[src/rtl/irq_seq_pkg.sv]
package irq_seq_pkg;

    localparam int BYTE_W = 8;
    localparam int PC_W   = 2 * BYTE_W;

    typedef enum logic [3:0] {
        S_IDLE,
        S_PUSH_HI,
        S_PUSH_LO,
        S_PUSH_FL,
        S_VECTOR,
        S_ENT_WAIT,
        S_POP_FL,
        S_POP_LO,
        S_POP_HI
    } seq_state_e;

endpackage

[src/rtl/irq_seq_timer.sv]
// Pad counter that stretches entry to its fixed length.
module irq_seq_timer #(
    parameter int W        = 4,
    parameter int LOAD_VAL = 8
) (
    input  logic clk,
    input  logic rst_n,
    input  logic load,
    output logic done
);
    logic [W-1:0] cnt_q;

    always_ff @(posedge clk) begin
        if (!rst_n) begin
            cnt_q <= '0;
        end else if (load) begin
            cnt_q <= W'(LOAD_VAL);
        end else if (cnt_q != '0) begin
            cnt_q <= cnt_q - W'(1);
        end
    end

    assign done = (cnt_q == '0);
endmodule

[src/rtl/irq_seq_sp.sv]
// Upward-growing stack pointer: write then increment, decrement then read.
module irq_seq_sp #(
    parameter int           W         = 8,
    parameter logic [W-1:0] RESET_VAL = '0
) (
    input  logic         clk,
    input  logic         rst_n,
    input  logic         push,
    input  logic         pop,
    output logic [W-1:0] sp,
    output logic [W-1:0] addr
);
    always_ff @(posedge clk) begin
        if (!rst_n) begin
            sp <= RESET_VAL;
        end else if (push) begin
            sp <= sp + W'(1);
        end else if (pop) begin
            sp <= sp - W'(1);
        end
    end

    assign addr = pop ? (sp - W'(1)) : sp;
endmodule

[src/rtl/irq_seq_ctrl.sv]
// Sequencing state machine for interrupt entry and return.
module irq_seq_ctrl
    import irq_seq_pkg::*;
(
    input  logic       clk,
    input  logic       rst_n,
    input  logic       insn_done,
    input  logic       irq_req,
    input  logic       gie_on,
    input  logic       ret_strobe,
    input  logic       wait_done,
    output seq_state_e state,
    output logic       accept,
    output logic       wait_load
);
    seq_state_e state_d;
    logic       resume_q;
    logic       boundary;

    assign boundary = insn_done || resume_q;

    always_ff @(posedge clk) begin
        if (!rst_n) begin
            state    <= S_IDLE;
            resume_q <= 1'b0;
        end else begin
            state    <= state_d;
            resume_q <= (state == S_POP_HI);
        end
    end

    always_comb begin
        state_d   = state;
        accept    = 1'b0;
        wait_load = 1'b0;
        unique case (state)
            S_IDLE: begin
                if (ret_strobe) begin
                    state_d = S_POP_FL;
                end else if (boundary && irq_req && gie_on) begin
                    accept  = 1'b1;
                    state_d = S_PUSH_HI;
                end
            end
            S_PUSH_HI:  state_d = S_PUSH_LO;
            S_PUSH_LO:  state_d = S_PUSH_FL;
            S_PUSH_FL:  state_d = S_VECTOR;
            S_VECTOR: begin
                wait_load = 1'b1;
                state_d   = S_ENT_WAIT;
            end
            S_ENT_WAIT: if (wait_done) state_d = S_IDLE;
            S_POP_FL:   state_d = S_POP_LO;
            S_POP_LO:   state_d = S_POP_HI;
            S_POP_HI:   state_d = S_IDLE;
            default:    state_d = S_IDLE;
        endcase
    end
endmodule

[src/rtl/irq_seq.sv]
module irq_seq
    import irq_seq_pkg::*;
#(
    parameter int                ENTRY_CYCLES = 13,
    parameter int                GIE_BIT      = 0,
    parameter logic [BYTE_W-1:0] SP_RESET     = '0
) (
    input  logic              clk,
    input  logic              rst_n,
    input  logic              insn_done,
    input  logic              irq_req,
    input  logic [BYTE_W-1:0] irq_vec,
    output logic              irq_ack,
    input  logic              ret_strobe,
    input  logic [PC_W-1:0]   pc_in,
    input  logic [BYTE_W-1:0] flags_in,
    output logic [PC_W-1:0]   pc_out,
    output logic              pc_load,
    output logic [BYTE_W-1:0] flags_out,
    output logic              flags_load,
    output logic [BYTE_W-1:0] sp,
    output logic [BYTE_W-1:0] mem_addr,
    output logic              mem_we,
    output logic [BYTE_W-1:0] mem_wdata,
    input  logic [BYTE_W-1:0] mem_rdata,
    output logic              busy
);
    // Four cycles are fixed (three pushes plus the vector load); the rest are padding.
    localparam int PAD_LOAD = ENTRY_CYCLES - 5;
    localparam int PAD_W    = $clog2(ENTRY_CYCLES);

    seq_state_e        state;
    logic              accept;
    logic              wait_load;
    logic              wait_done;
    logic              sp_push;
    logic              sp_pop;
    logic [PC_W-1:0]   cap_pc;
    logic [BYTE_W-1:0] cap_fl;
    logic [BYTE_W-1:0] cap_vec;
    logic [BYTE_W-1:0] pop_lo_q;

    irq_seq_ctrl u_ctrl (
        .clk       (clk),
        .rst_n     (rst_n),
        .insn_done (insn_done),
        .irq_req   (irq_req),
        .gie_on    (flags_in[GIE_BIT]),
        .ret_strobe(ret_strobe),
        .wait_done (wait_done),
        .state     (state),
        .accept    (accept),
        .wait_load (wait_load)
    );

    irq_seq_timer #(
        .W       (PAD_W),
        .LOAD_VAL(PAD_LOAD)
    ) u_timer (
        .clk  (clk),
        .rst_n(rst_n),
        .load (wait_load),
        .done (wait_done)
    );

    irq_seq_sp #(
        .W        (BYTE_W),
        .RESET_VAL(SP_RESET)
    ) u_sp (
        .clk  (clk),
        .rst_n(rst_n),
        .push (sp_push),
        .pop  (sp_pop),
        .sp   (sp),
        .addr (mem_addr)
    );

    // Context captured at acceptance; low return byte held between pops.
    always_ff @(posedge clk) begin
        if (!rst_n) begin
            cap_pc   <= '0;
            cap_fl   <= '0;
            cap_vec  <= '0;
            pop_lo_q <= '0;
        end else begin
            if (accept) begin
                cap_pc  <= pc_in;
                cap_fl  <= flags_in;
                cap_vec <= irq_vec;
            end
            if (state == S_POP_LO) begin
                pop_lo_q <= mem_rdata;
            end
        end
    end

    always_comb begin
        mem_we     = 1'b0;
        mem_wdata  = '0;
        pc_load    = 1'b0;
        pc_out     = '0;
        flags_load = 1'b0;
        flags_out  = '0;
        sp_push    = 1'b0;
        sp_pop     = 1'b0;
        unique case (state)
            S_PUSH_HI: begin
                mem_we    = 1'b1;
                sp_push   = 1'b1;
                mem_wdata = cap_pc[PC_W-1:BYTE_W];
            end
            S_PUSH_LO: begin
                mem_we    = 1'b1;
                sp_push   = 1'b1;
                mem_wdata = cap_pc[BYTE_W-1:0];
            end
            S_PUSH_FL: begin
                mem_we    = 1'b1;
                sp_push   = 1'b1;
                mem_wdata = cap_fl;
            end
            S_VECTOR: begin
                pc_load    = 1'b1;
                pc_out     = {{BYTE_W{1'b0}}, cap_vec};
                flags_load = 1'b1;
                flags_out  = '0;
            end
            S_POP_FL: begin
                sp_pop     = 1'b1;
                flags_load = 1'b1;
                flags_out  = mem_rdata;
            end
            S_POP_LO: begin
                sp_pop = 1'b1;
            end
            S_POP_HI: begin
                sp_pop  = 1'b1;
                pc_load = 1'b1;
                pc_out  = {mem_rdata, pop_lo_q};
            end
            default: begin
            end
        endcase
    end

    assign irq_ack = accept;
    assign busy    = (state != S_IDLE);
endmodule

[config.mk]
export PLATFORM = sky130hd
export DESIGN_NAME = irq_seq
export DESIGN_NICKNAME = d
export VERILOG_FILES = /design/src/rtl/irq_seq_pkg.sv /design/src/rtl/irq_seq_timer.sv /design/src/rtl/irq_seq_sp.sv /design/src/rtl/irq_seq_ctrl.sv /design/src/rtl/irq_seq.sv
export SDC_FILE = /design/constraint.sdc
export NUM_CORES = 1
export LEC_CHECK = 0
export ABC_CLOCK_PERIOD_IN_PS = 2600
export BUFFER_PORTS_ARGS = -buffer_cell sky130_fd_sc_hd__buf_2
export CORE_ASPECT_RATIO = 1.5
export CORE_MARGIN = 2
export CORE_UTILIZATION = 25
export CTS_CLUSTER_DIAMETER = 50
export DETAILED_ROUTE_END_ITERATION = 10
export PLACE_DENSITY = 0.44
export SYNTH_ARGS = -nofsm -noshare
export SYNTH_HDL_FRONTEND = slang
export SYNTH_SLANG_ARGS = --single-unit
[constraint.sdc]
create_clock -name clk -period 2.6 [get_ports clk]
set_input_delay 0.26 -clock clk [delete_from_list [all_inputs] [get_ports clk]]
set_output_delay 0.26 -clock clk [all_outputs]
set_load 0.005 [all_outputs]
# == Yosys cells after proc, flatten, opt, wreduce, memory -nomap -nowiden ==
# Index checks and enable logic that the tools add are counted.
# op_classes
n_addsub,3
n_mul,0
n_div,0
n_lt_le_gt_ge,0
n_eq_ne,10
shift,0
n_mux,19
bitwise_logic,1
n_reduce_logical,14
# op_table
op,n
$pmux 16 s2,1
$pmux 4 s8,1
$mux 8,3
$pmux 8 s3,1
$mux 4,5
$eq 4x3->1 const B,4
$add 8x1->8 const B,1
$eq 4x2->1 const B,2
$logic_not 4->1,2
$mux 1,8
$reduce_bool 4->1,2
$sub 8x1->8 const B,1
$reduce_or 2->1,3
$reduce_or 3->1,2
$eq 4x1->1 const B,1
$eq 4x4->1 const B,1
$sub 4x1->4 const B,1
$ne 3x2->1 const B,1
$logic_and 1x1->1,2
$ne 2x1->1 const B,1
$reduce_and 2->1,1
$reduce_bool 2->1,1
$logic_or 1x1->1,1
$not 1->1,1
# totals
register_bits,57
latchBits,0
mem_bits_rw,0
mem_bits_ro,0
in_bits,45
mem_count,0

# == Logic depth before layout (Yosys ltp) ==
# depth
depth_word,6
depth_mapped,6
depth_no_buf,6

# == Modules after synthesis ==
# From an unflattened synthesis, not the netlist that was laid out.
# hier_totals
hier_cells,311
area_unflattened_um2,3041.7
# modules_own_cells
module,instances,cells_per_inst,area_per_inst_um2,seq_area_each_um2
irq_seq,1,199,2019.4,800.8
irq_seq_sp,1,64,558.0,160.2
irq_seq_ctrl,1,28,265.3,100.1
irq_seq_timer,1,20,198.9,80.1

# == Worst setup path after synthesis ==
# OpenSTA, ideal clock, no wires.
# synth_path
path_kind,register -> register
start,register u_ctrl.state[2]
end,register cap_fl[7]
t_arrival_ns,1.740
path_slack_ns,0.743
stages_incl_launch_ff,7
path_buffers,2
period_less_slack_ns,1.857
cell_sequence,dfxtp_1 > buf_6 > or4_4 > nor4_4 > buf_6 > mux2i_1 > nor2b_1
# synth_between
elab_chain_len,2
# synth_rtl
item,line_no,rtl
start: declaration,irq_seq_ctrl.sv:12,"output seq_state_e state,"
start signal: assignment,irq_seq_ctrl.sv:27,state <= state_d;
$logic_not 4->1,irq_seq_ctrl.sv:36,unique case (state)
$mux 1,irq_seq_ctrl.sv:36,
end signal: assignment,irq_seq.sv:88,cap_fl <= flags_in;
end: declaration,irq_seq.sv:39,logic [BYTE_W-1:0] cap_fl;
# Every way passes these cells.
# A chain may end at the register's enable or synchronous reset.

# == Worst setup path after layout ==
# layout_path
start,register u_ctrl.state[0]
end,output irq_ack
# layout_between
elab_chain_len,2
# layout_rtl
item,line_no,rtl
$logic_not 4->1,irq_seq_ctrl.sv:36,
$mux 1,irq_seq_ctrl.sv:36,
end: declaration,irq_seq.sv:13,"output logic irq_ack,"
# Every way passes these cells.

==> impl_table.tex <==
\begin{tabular}{lr}
\hline
Metric & Value \\
\hline
\multicolumn{2}{l}{\textbf{Final layout}} \\
\quad Area growth from synthesis to layout & 31.1\% \\
\quad Final std cells w/o fill & between 500 and 600 \\
\quad Most common cell after layout, fill and taps aside & sky130\_fd\_sc\_hd\_\_buf\_2 \\
\quad Most frequent cells in the layout & sky130\_fd\_sc\_hd\_\_buf\_2 (97), sky130\_fd\_sc\_hd\_\_dfxtp\_1 (57), sky130\_fd\_sc\_hd\_\_mux2i\_1 (39) \\
\quad Filler instances & approximately 1300 \\
\quad Final Util & 33.2\% \\
\quad Final design instance area without fill & 3930 sq um \\
\quad Fraction of final layout cells with drive strength greater than 1 & between 30\% and 40\% \\
\quad Layout net count & 481 \\
\quad Diodes inserted & 0 \\
\multicolumn{2}{l}{\textbf{Clocking}} \\
\quad CTS clk-pin slew, worst paths & 50 ps \\
\quad CTS tree & done \\
\quad Clock insertion delay at the later pin of the skew report & approximately 330 ps \\
\quad Maximum buffer depth of the clock tree & 2 \\
\quad Number of CTS-inserted buffers & 9 \\
\quad Post-cts repair resize count & 0 \\
\quad CTS root buffer & sky130\_fd\_sc\_hd\_\_clkbuf\_16 \\
\quad Post-CTS setup repair buffer count & 0 \\
\quad CTS H-tree depth & 3 \\
\quad CTS hold repair buffers & 0 \\
\quad Number of clock sinks & 57 \\
\multicolumn{2}{l}{\textbf{Timing}} \\
\quad Achievable frequency & 0.435 GHz \\
\quad Post-route setup slack & roughly 300 ps \\
\quad Clock period minus final worst setup slack & around 2300 ps \\
\quad Final period util & 88.4\% \\
\quad Actual slew at the worst max-slew pin & 790 ps \\
\quad RSZ-0062 raised after global routing & no \\
\quad TNS Setup & 0 ps \\
\quad Final setup violation count & 0 \\
\quad Rel. slew slack & 47.2\% \\
\quad Post-route clock skew & 4.10 ps \\
\quad Worst hold margin & 196 ps \\
\quad Final count of hold timing violations & 0 \\
\quad Count of final max-slew check failures & 0 \\
\multicolumn{2}{l}{\textbf{Floorplan}} \\
\quad Area of the placeable core & 11800 sq um \\
\quad Die Y-Extent & 138 um \\
\quad Die Footprint & around 13000 sq um \\
\quad IO Pins & 98 \\
\quad Initial standard-cell utilization of the core & 25.3\% \\
\quad Number of rows created at floorplan & $\sim$50 \\
\quad Chip width & 93.4 um \\
\multicolumn{2}{l}{\textbf{Global routing}} \\
\quad Wire length of the first global-routing pass & 13600 um \\
\quad Number of antenna violations at the first check in global routing & 0 \\
\quad Vias in the first global route & 2624 \\
\quad Residual overflow from global routing & 0 \\
\quad Pin count of the biggest net entering global routing & 48 \\
\quad Combined global-route utilization of all metal layers & 13.6\% \\
\multicolumn{2}{l}{\textbf{Synth}} \\
\quad Average footprint of a synthesized cell & around 8.8 sq um \\
\quad Post-Syn Nets & 388 \\
\quad Post-synthesis sequential area ratio & 38.0\% \\
\quad Fraction of registers with async set/reset & 0\% \\
\quad Distinct cell type count after synthesis & 40 \\
\quad Number of flops mapped to enable cells by yosys & 0 \\
\quad Number of warnings printed during yosys synthesis & 0 \\
\quad Area of the mapped netlist & 3000 sq um \\
\quad FF+latch count, synth & 57 \\
\quad Syn Inst Count & 339 \\
\quad Most frequently used flop master after synthesis & sky130\_fd\_sc\_hd\_\_dfxtp\_1 \\
\multicolumn{2}{l}{\textbf{Power}} \\
\quad Reported leakage power & 1.69 nW \\
\quad VDD IR max & 0.419 mV \\
\quad Total power after layout & 3.10 mW \\
\quad Cell Pwr Density & 789 nW/um\^{}2 \\
\multicolumn{2}{l}{\textbf{Setup path}} \\
\quad Critical Path Start Type & flip-flop \\
\quad Critical Path RT & about 2300 ps \\
\quad Crit Path Category & reg2out \\
\quad Max Fanout on Critical Path & 33 \\
\quad Crit end category & primary output \\
\quad Arrival time reported for the critical path endpoint & 2040 ps \\
\quad Worst R2R Setup Slack & 650 ps \\
\multicolumn{2}{l}{\textbf{Route}} \\
\quad Total number of vias & 2632 \\
\quad TritonRoute pass-1 iters & 4 \\
\quad Total wirelength of the detailed-routed design & around 8400 um \\
\quad Post-route antenna net violation count & 0 \\
\quad Detail-routed net length per standard cell & 14.2 um \\
\quad Initial DRC count & 63 \\
\quad DR DRC count & 0 \\
\quad Via density per instance & 4.46 \\
\multicolumn{2}{l}{\textbf{Placement}} \\
\quad Sum of net half-perimeters after detailed placement & 6170 um \\
\quad RD Place Congestion & 0.814 \\
\quad I/O Buffers & between 90 and 100 \\
\quad Area after detailed placement & roughly 3600 sq um \\
\quad Placed Cells incl. Taps & 574 \\
\quad Placement-stage worst setup slack & 590 ps \\
\multicolumn{2}{l}{\textbf{Flow run}} \\
\quad Max\_cap viols & 0 \\
\multicolumn{2}{l}{\textbf{Min path}} \\
\quad Path type of the worst min-delay path & in2reg \\
\multicolumn{2}{l}{\textbf{Run status}} \\
\quad Outcome & finished clean \\
\hline
\end{tabular}
## sequential cells by signal, indices dropped and copies added (netlist names)
| signal | flops |
|---|---|
| u_ctrl.resume_q | 1 |
| pop_lo_q | 8 |
| u_sp.sp | 8 |
| cap_fl | 8 |
| cap_vec | 8 |
| u_timer.cnt_q | 4 |
| u_ctrl.state | 4 |
| cap_pc | 16 |
## cell type report
class,instances,area [sq um],area share (%)
Clock buffer,13,250,6.36
Clock inverter,3,40.0,1.02
Inverter,5,18.8,0.477
Multi-Input combinational cell,253,1730,43.9
Sequential cell,57,1140,29.0
Tap cell,153,191,4.87
Timing Repair Buffer,106,566,14.4
## critical path, stage by stage (launching register included)
cell                      delay (ps)
sky130_fd_sc_hd__dfxtp_1         430
sky130_fd_sc_hd__or4_4           610
sky130_fd_sc_hd__nor4_4          200
sky130_fd_sc_hd__buf_12          280
sky130_fd_sc_hd__buf_2           160
## power by group
part,total [mW],switching [mW],internal [mW]
Sequential,1.08,0.124,0.956
Combinational,0.868,0.477,0.390
Clock,1.16,0.392,0.764
## layer usage
layer / vias to the layer above / wire length, um / GRT usage, %
met5: - / 0 / 0
met4: 0 / 125 / 5.57
met3: 10 / 426 / 3.76
met2: 78 / 4290 / 23.2
met1: 1192 / 3560 / 15.9
li1: 1352 / - / -
## synthesized netlist by cell type, types with 3 or more instances
library cell               instances  share of area (%)
sky130_fd_sc_hd__or2_2             3               0.63
sky130_fd_sc_hd__and2_1           11                2.3
sky130_fd_sc_hd__buf_6             4                1.5
sky130_fd_sc_hd__a21oi_1           9                1.5
sky130_fd_sc_hd__a22oi_1           9                2.3
sky130_fd_sc_hd__ha_1              4                1.7
sky130_fd_sc_hd__mux2i_1          39                 13
sky130_fd_sc_hd__clkbuf_1         17                2.1
sky130_fd_sc_hd__and3_1            8                1.7
sky130_fd_sc_hd__xnor2_1           8                2.3
sky130_fd_sc_hd__nand2_1          33                4.1
sky130_fd_sc_hd__nand2b_1          8                1.7
sky130_fd_sc_hd__inv_1             5               0.63
sky130_fd_sc_hd__nand3_1           7                1.2
sky130_fd_sc_hd__nor4_1            4               0.83
sky130_fd_sc_hd__nor2_1           26                3.3
sky130_fd_sc_hd__dfxtp_1          57                 38
sky130_fd_sc_hd__nor3_1            9                1.5
sky130_fd_sc_hd__mux2_2            8                3.0
sky130_fd_sc_hd__a21boi_0          9                2.3
sky130_fd_sc_hd__a22o_1            8                2.3
sky130_fd_sc_hd__nor2b_1          32                6.7
## cell families (layout without fill, tap and decap cells)
group	count (synthesis)	after routing	synth area share (%)
and+or+nand+nor	148	148	26.1
DFF	57	57	38.0
AOI/OAI and AO/OA	45	45	10.8
muxes	47	47	16.0
adders and majority gates	4	4	1.67
buffers and inverters	29	127	4.67
xor gates and xnor gates	9	9	2.63
## worst paths after layout
check             cells past startpoint             from    endpoint
hold / removal                        3         pc_in[6]   cap_pc[6]
setup reg to reg                      5  u_ctrl.state[0]  cap_pc[14]
hold reg to reg                       1        cap_fl[0]   cap_fl[0]
setup / recovery                      4  u_ctrl.state[0]     irq_ack
Power figures use the tool's default switching activity.
